File: config.mk
export PLATFORM = sky130hd
export DESIGN_NAME = pc_next_unit
export DESIGN_NICKNAME = d
export VERILOG_FILES = /design/src/rtl/pcu_pkg.sv /design/src/rtl/pcu_select.sv /design/src/rtl/pcu_target_calc.sv /design/src/rtl/pcu_pc_reg.sv /design/src/rtl/pc_next_unit.sv
export SDC_FILE = /design/constraint.sdc
export NUM_CORES = 1
export LEC_CHECK = 0
export ABC_AREA = 1
export BUFFER_PORTS_ARGS = -buffer_cell sky130_fd_sc_hd__buf_4
export CORE_MARGIN = 2
export CORE_UTILIZATION = 40
export DETAILED_ROUTE_END_ITERATION = 8
export GPL_TIMING_DRIVEN = 1
export SLEW_MARGIN = 20
export SYNTH_ARGS = -nofsm -noshare
export SYNTH_HDL_FRONTEND = slang
export SYNTH_SLANG_ARGS = --single-unit
File: constraint.sdc
create_clock -name clk -period 3.15 [get_ports clk]
set_input_delay 0.315 -clock clk [delete_from_list [all_inputs] [get_ports clk]]
set_output_delay 0.315 -clock clk [all_outputs]
set_load 0.03 [all_outputs]
File: src/rtl/pcu_pkg.sv
package pcu_pkg;

    // Source of the next instruction address
    typedef enum logic [1:0] {
        SRC_SEQ    = 2'd0,
        SRC_BRANCH = 2'd1,
        SRC_JUMP   = 2'd2
    } next_src_e;

endpackage

File: src/rtl/pcu_select.sv
module pcu_select
    import pcu_pkg::*;
(
    input  logic      branch_req,
    input  logic      alu_zero,
    input  logic      jump_req,
    output next_src_e src
);

    // Jump outranks branch; branch needs both request and zero
    always_comb begin
        if (jump_req)
            src = SRC_JUMP;
        else if (branch_req && alu_zero)
            src = SRC_BRANCH;
        else
            src = SRC_SEQ;
    end

endmodule

File: src/rtl/pcu_target_calc.sv
module pcu_target_calc #(
    parameter int ADDR_W   = 32,
    parameter int IMM_W    = 16,
    parameter int JFIELD_W = 26
) (
    input  logic [ADDR_W-1:0]   pc,
    input  logic [IMM_W-1:0]    br_offset,
    input  logic [JFIELD_W-1:0] jump_field,
    output logic [ADDR_W-1:0]   seq_addr,
    output logic [ADDR_W-1:0]   branch_addr,
    output logic [ADDR_W-1:0]   jump_addr
);

    localparam int EXT_W    = ADDR_W - IMM_W - 2;
    localparam int REGION_W = ADDR_W - JFIELD_W - 2;
    localparam logic [ADDR_W-1:0] STEP = ADDR_W'(4);

    logic [ADDR_W-1:0] byte_offset;

    // Sequential address, wraps modulo 2^ADDR_W
    assign seq_addr    = pc + STEP;

    // Word offset, sign-extended, scaled to bytes
    assign byte_offset = {{EXT_W{br_offset[IMM_W-1]}}, br_offset, 2'b00};
    assign branch_addr = seq_addr + byte_offset;

    // Region taken from the incremented address
    assign jump_addr   = {seq_addr[ADDR_W-1 -: REGION_W], jump_field, 2'b00};

endmodule

File: src/rtl/pcu_pc_reg.sv
module pcu_pc_reg #(
    parameter int                ADDR_W    = 32,
    parameter logic [ADDR_W-1:0] RESET_VEC = '0
) (
    input  logic              clk,
    input  logic              rst,
    input  logic [ADDR_W-1:0] next_pc,
    output logic [ADDR_W-1:0] pc
);

    // Written at every edge; no enable
    always_ff @(posedge clk) begin
        if (rst)
            pc <= RESET_VEC;
        else
            pc <= next_pc;
    end

    assert_aligned_R8: assert property (@(posedge clk) disable iff (rst)
        pc[1:0] == 2'b00)
        else $error("pc lost word alignment");

endmodule

File: src/rtl/pc_next_unit.sv
module pc_next_unit
    import pcu_pkg::*;
#(
    parameter int          ADDR_W    = 32,
    parameter int          IMM_W     = 16,
    parameter int          JFIELD_W  = 26,
    parameter logic [31:0] RESET_VEC = 32'h0000_0000
) (
    input  logic                clk,
    input  logic                rst,
    input  logic                branch_req,
    input  logic                alu_zero,
    input  logic                jump_req,
    input  logic [IMM_W-1:0]    br_offset,
    input  logic [JFIELD_W-1:0] jump_field,
    output logic [ADDR_W-1:0]   pc,
    output logic [ADDR_W-1:0]   pc_plus4
);

    localparam int EXT_W    = ADDR_W - IMM_W - 2;
    localparam int REGION_W = ADDR_W - JFIELD_W - 2;

    next_src_e         src;
    logic [ADDR_W-1:0] pc_q;
    logic [ADDR_W-1:0] seq_addr;
    logic [ADDR_W-1:0] branch_addr;
    logic [ADDR_W-1:0] jump_addr;
    logic [ADDR_W-1:0] next_pc;

    pcu_select u_sel (
        .branch_req (branch_req),
        .alu_zero   (alu_zero),
        .jump_req   (jump_req),
        .src        (src)
    );

    pcu_target_calc #(
        .ADDR_W   (ADDR_W),
        .IMM_W    (IMM_W),
        .JFIELD_W (JFIELD_W)
    ) u_calc (
        .pc          (pc_q),
        .br_offset   (br_offset),
        .jump_field  (jump_field),
        .seq_addr    (seq_addr),
        .branch_addr (branch_addr),
        .jump_addr   (jump_addr)
    );

    // Next-address multiplexer
    always_comb begin
        unique case (src)
            SRC_BRANCH: next_pc = branch_addr;
            SRC_JUMP:   next_pc = jump_addr;
            default:    next_pc = seq_addr;
        endcase
    end

    pcu_pc_reg #(
        .ADDR_W    (ADDR_W),
        .RESET_VEC (ADDR_W'(RESET_VEC))
    ) u_reg (
        .clk     (clk),
        .rst     (rst),
        .next_pc (next_pc),
        .pc      (pc_q)
    );

    assign pc       = pc_q;
    assign pc_plus4 = seq_addr;

    // Transfer rules, checked against last cycle's address and inputs
    assert_seq_R3: assert property (@(posedge clk) disable iff (rst)
        (!jump_req && !branch_req) |=> pc_q == $past(pc_q) + ADDR_W'(4))
        else $error("sequential step wrong");

    assert_nobranch_R5: assert property (@(posedge clk) disable iff (rst)
        (!jump_req && (branch_req != alu_zero)) |=> pc_q == $past(pc_q) + ADDR_W'(4))
        else $error("half-qualified branch was taken");

    assert_branch_R4: assert property (@(posedge clk) disable iff (rst)
        (!jump_req && branch_req && alu_zero) |=>
        pc_q == $past(pc_q) + ADDR_W'(4)
                + {{EXT_W{$past(br_offset[IMM_W-1])}}, $past(br_offset), 2'b00})
        else $error("branch target wrong");

    assert_jump_R6: assert property (@(posedge clk) disable iff (rst)
        jump_req |=> pc_q[ADDR_W-REGION_W-1:0] == {$past(jump_field), 2'b00})
        else $error("jump field not loaded");

    assert_jump_priority_R7: assert property (@(posedge clk) disable iff (rst)
        (jump_req && branch_req && alu_zero) |=>
        pc_q[ADDR_W-1 -: REGION_W] == $past(pc_plus4[ADDR_W-1 -: REGION_W]))
        else $error("jump did not override branch");

endmodule

== Word-level counts from Yosys, hierarchy flattened ==
Cells that the tools add are included.
Storage, ports and cells
  bits in registers: 32
  output and inout port bits: 64
  word-level logic and storage cells: 9
Operators by class
  add/sub/neg operators: 2
  eq/ne operators: 2
  multiplexer cells: 3
  reductions and logical operators: 1
Operator list (number)
  one-hot mux 32 bit (2 select lines): 1
  adder 32 x 3 -> 32 bit, second input constant: 1
  adder 32 bit: 1
  equality test 2 x 1 -> 1 bit, second input constant: 1
  equality test 2 bit, second input constant: 1
  two-way mux 2 bit: 1
  logical AND 1 bit: 1
  two-way mux 1 bit: 1

== Longest topological paths before layout ==
  word-level depth: 5
  mapped depth: 24
  mapped depth without buffers: 24

== Hierarchy ==
Synthesis repeated with hierarchy kept, for this count alone.
Second synthesis, totals
  cell total of the unflattened synthesis: 876
  area total of the unflattened synthesis: 4828.4 um^2
By module, submodules not included
  pcu_target_calc: instances 1, cells each 564, area an instance 3017.9 um^2, sequential area each 0.0 um^2
  pcu_pc_reg: instances 1, cells each 99, area an instance 914.6 um^2, sequential area each 640.6 um^2
  pc_next_unit: instances 1, cells each 210, area an instance 878.3 um^2, sequential area each 0.0 um^2
  pcu_select: instances 1, cells each 3, area an instance 17.5 um^2, sequential area each 0.0 um^2

== Least setup slack after synthesis ==
OpenSTA, ideal clock, no wires.
  path kind: register to register
  start: reg u_reg.pc[2]
  end: reg u_reg.pc[30]
  library setup time: 0.109 ns
  data arrival time: 3.197 ns
  data required time: 3.041 ns
  slack: -0.156 ns
  cell stages (with the launch flop): 18
  buffers on the path: 0
  clock period less this slack: 3.306 ns
  cell sequence: dfxtp_1 inv_1 nor2_4 nand2_4 nor2_8 nand2_2 xor2_1 ha_1 nand2_1 inv_1 a21oi_1 o21bai_1 a21oi_1 nand2_1 nand2_1 nand3_1 nand2_1 inv_1
On the way
  longest elaborated chain between the ends: 3
Ends and longest elaborated chain
  from (decl): RTL line pcu_pc_reg.sv:8  | output logic [ADDR_W-1:0] pc
  from (signal assigned): RTL line pcu_pc_reg.sv:16  | pc <= next_pc;
  adder 32 x 3 -> 32 bit: RTL line pcu_target_calc.sv:21  | assign seq_addr = pc + STEP;
  via pc_plus4[2]: RTL line pc_next_unit.sv:17  | output logic [ADDR_W-1:0] pc_plus4
  adder 32 bit: RTL line pcu_target_calc.sv:25  | assign branch_addr = seq_addr + byte_offset;
  one-hot mux 32 bit (2 select lines): RTL line pc_next_unit.sv:52  | unique case (src)
The timed path passes the listed nets, and every way through them passes these cells.
A chain may end at the register's enable or synchronous reset.

== Worst setup path in the final report ==
  start: reg u_reg.pc[2]
  end: reg u_reg.pc[29]
On the way
  longest elaborated chain between the ends: 3
Ends and longest elaborated chain (RTL line)
  adder 32 x 3 -> 32 bit *: pcu_target_calc.sv:21
  adder 32 bit: pcu_target_calc.sv:25
  one-hot mux 32 bit (2 select lines) *: pc_next_unit.sv:52
Mark *: on every way between the ends. The rest lies on a longest branch, timed or not.

==> summary.log <==
[outcome] run status finished, final reports clean
[timing] final slew viol count 0
[placed_design] cell count after placement 1,115
[yosys] cell types with the largest area share after synthesis nand2_1 27%, dfxtp_1 13%, inv_1 13%
[placed_design] Buffers on Ports 106
[clock_network] CTS H-tree depth 2
[clock_network] clock tree from TritonCTS built
[setup_path] critical path data arrival time 3230 ps
[global_route] most congested layer reported by global routing met2
[setup_path] delay contributed by the slowest stage of the critical path 370 ps
[die] total die area 12,200 um2
[timing] total count of hold-check failures in the final report 0
[placed_design] standard cell area after detailed placement 5720 um2
[yosys] number of storage elements in the synthesis netlist 30
[setup_path] endpoint of the most critical register-to-register path u_reg.pc[29]
[setup_path] CP Class register to register
[min_path] type of the most critical hold path input pin to register
[routing] post-detailed-routing wire length 18,800 um
[timing] clock skew 6.61 ps
[setup_path] register-to-register setup slack 130 ps
[clock_network] clock transition at the registers of the reported paths 60 ps
[routing] routed vias/inst 5.17
[min_path] worst hold path endpoint u_reg.pc[13]
[yosys] number of distinct library cell variants in the gate-level netlist after synthesis 37
[placed_design] HPWL after detailed placement 15,500 um
[routing] Post-route DRC 0
[finish] largest register by flop count u_reg.pc
[clock_network] TritonCTS Buffers 5
[setup_path] crit path launch type register
[setup_path] chain of cells forming the critical path ha_4 -> nand2_1 -> nor2_4 -> inv_2 -> nor2_4 -> nand3_1 -> xor2_2 -> buf_4 -> ha_4 -> nand2_2 -> nor2_2 -> inv_1 -> nor2_2 -> and2_1 -> nand2_2 -> nand3_1 -> nand3_2 -> a21oi_2
[clock_network] buffer type at the clock tree root clkbuf_16
[timing] setup TNS 0 ps
[global_route] wire length of the first global-routing pass 28,500 um
[routing] first-pass iteration count of the detailed router 5
[yosys] Syn. warnings 0
[power] Pleak 0.00345 uW
[setup_path] cell family with most CP delay simple AND/OR/NAND/NOR gates
[finish] nets@finish 1,073
[die] core area 10,900 um2
[job] max-cap viol count 0
[clock_network] Max clock buf depth 2
[global_route] gr usage total 29.5%
[routing] routed length per instance 16.7 um
[routing] routed via count 5,838
[finish] number of flip-flops in the largest register 30
[power] power density normalized to cell area 305 nW/um2
[setup_path] depth of the worst register-to-register path 18
[global_route] Global Route met1 Usage 43.3%
[finish] antenna diode count 0
[placed_design] weighted congestion reported at the end of routability-driven placement 1.07
[global_route] number of global-route vias before repair 5,416
[yosys] Post-Synthesis Cells 851
[yosys] combined area of all synthesized cells 4540 um2
[timing] Worst slew margin 34.2%
[global_route] initial antenna violation count 0
[routing] number of DRC markers after the initial detailed-route iteration 482
[finish] sequential cell area 611 um2
[finish] layout cells sized above 1 24.1%
[yosys] area leader, netlist nand2_1
[timing] crit share post-route 95.9%
[timing] time the worst path needs with I/O delays and setup 3020 ps
[global_route] Overflow after GRT 0
[global_route] maximum number of pins on one net before global-route repair 31
[setup_path] Reg2Reg Launch Point u_reg.pc[2]
[finish] synth-to-layout area growth 35.2%
[finish] final design instance area without fill 6130 um2
[finish] post-route non-filler standard cell count 1,130
[yosys] fraction of post-synthesis cell area in the top cell type by area 27.2%
[setup_path] maximum fanout along the worst path 5
[die] effective utilization at floorplan 41.5%
[timing] # setup viols final 0
[power] peak ir drop on the vdd network 0.000178 V
[finish] area taken by multi-input logic gates 3520 um2
[clock_network] number of hold buffers added after cts 0
[finish] number of fill cells in the layout 1,154
[setup_path] slowest stage cell on the critical path dfxtp_2
[finish] registers with the most flip-flops u_reg.pc (30)
[setup_path] logic depth of the worst setup path including buffers 18
[routing] number of routed nets with antenna violations 0
[global_route] met3 GRT Util 3.18%
[global_route] Global Route met2 Usage 45.8%
[timing] worst slack on hold paths 323 ps
[min_path] Hold Path Origin jump_field[11]
[die] floorplan die width 111 um
[timing] achievable frequency 331 MHz
[die] Die Height 111 um
[timing] measured slew at the worst slew-check pin 987 ps
[clock_network] # clock sinks 30
[yosys] sequential area share after synthesis 13.2%
[finish] most frequent cells in the layout 325 x nand2_1, 158 x inv_1, 142 x buf_4
[die] number of placement rows 38
[setup_path] Worst Setup End Kind register
[setup_path] CP required 3360 ps
[setup_path] count of buffering cells on the critical path with inverters included 3
[min_path] worst hold stages 3
[clock_network] later-pin clock latency in the skew report 280 ps
[yosys] mean instance size in the synthesized netlist 5.33 um2
[die] I/O pin total 111
[finish] leading cell type in the layout, fill and taps excluded nand2_1
[stage by stage]
stage	utilization [%]	power, uW	setup WS, ps
floorplan	-	986	32.3
global placement	52.3	1310	-146
detailed placement	52.3	1310	-168
CTS	54.0	1820	2.02
global route	56.1	1960	-18.2
finish	56.1	1870	129
[what timing repair did]
| item | CTS | global route |
|---|---|---|
| cloned | 0 | 0 |
| endpoints found under the setup margin | 3 | 20 |
| setup buffers | 3 | 4 |
| resized for setup | 5 | 48 |
| pin swaps | 2 | 5 |
[power by group]
| part | leakage, uW | total (uW) | internal, uW | switching (uW) |
|---|---|---|---|---|
| logic | 0.00313 | 912 | 330 | 583 |
| registers | 0.000250 | 447 | 409 | 38.7 |
| clock network | 0.0000729 | 510 | 313 | 197 |
| total | 0.00345 | 1870 | 1050 | 818 |
[how the worst max path moves through the flow]
stage | start | end | slack [ps]
detailed placement | u_reg.pc[3] | u_reg.pc[29] | -170
global route | u_reg.pc[2] | u_reg.pc[29] | -20
global placement | u_reg.pc[3] | u_reg.pc[29] | -150
finish | u_reg.pc[2] | u_reg.pc[29] | 130
floorplan | u_reg.pc[3] | u_reg.pc[11] | 30
CTS | u_reg.pc[14] | u_reg.pc[23] | 2
[synthesized netlist by cell type, drive strengths merged]
cell type / number
nand2: 339
inv: 162
nand3: 74
nor2: 70
a21oi: 43
ha: 36
dfxtp: 30
xor2: 14
nor3: 13
nand4: 12
a31oi: 10
o21ai: 8
buf: 7
clkbuf: 7
or2: 7
and2: 3
nand3b: 3
o21bai: 3
a21o: 2
xnor2: 2
a22oi: 1
a31o: 1
conb: 1
fa: 1
nor4: 1
o21a: 1
[per-layer routing]
metal  part of all wire (%)  vias to the layer above
li1                       -                     2893
met1                     48                     2665
met2                     42                      242
met3                    6.8                       38
met4                    2.9                        0
met5                      0                        -
[worst min-delay path, stage by stage]
cell,delay [ps]
buf_4,110
nand2_1,50
a31oi_1,70
[cell type report]
cell class	instances	share of cell area (%)
clock buffer	6	2.26
clock inverter	2	0.204
inverter	162	9.92
multi-input combinational	648	57.4
sequential	30	9.96
tap	140	2.86
timing repair buffer	142	17.4
[logic make-up after synthesis]
| logic type | synth area share [%] |
|---|---|
| buffers and inverters | 15.0 |
| XOR/XNOR | 3.09 |
| other | 0.0827 |
| AO/OA/AOI/OAI | 8.69 |
| flip-flops | 13.2 |
| adder cells (fa/ha/maj) | 10.4 |
| AND/OR/NAND/NOR | 49.6 |
No activity file was read; power rests on OpenSTA's default activity.
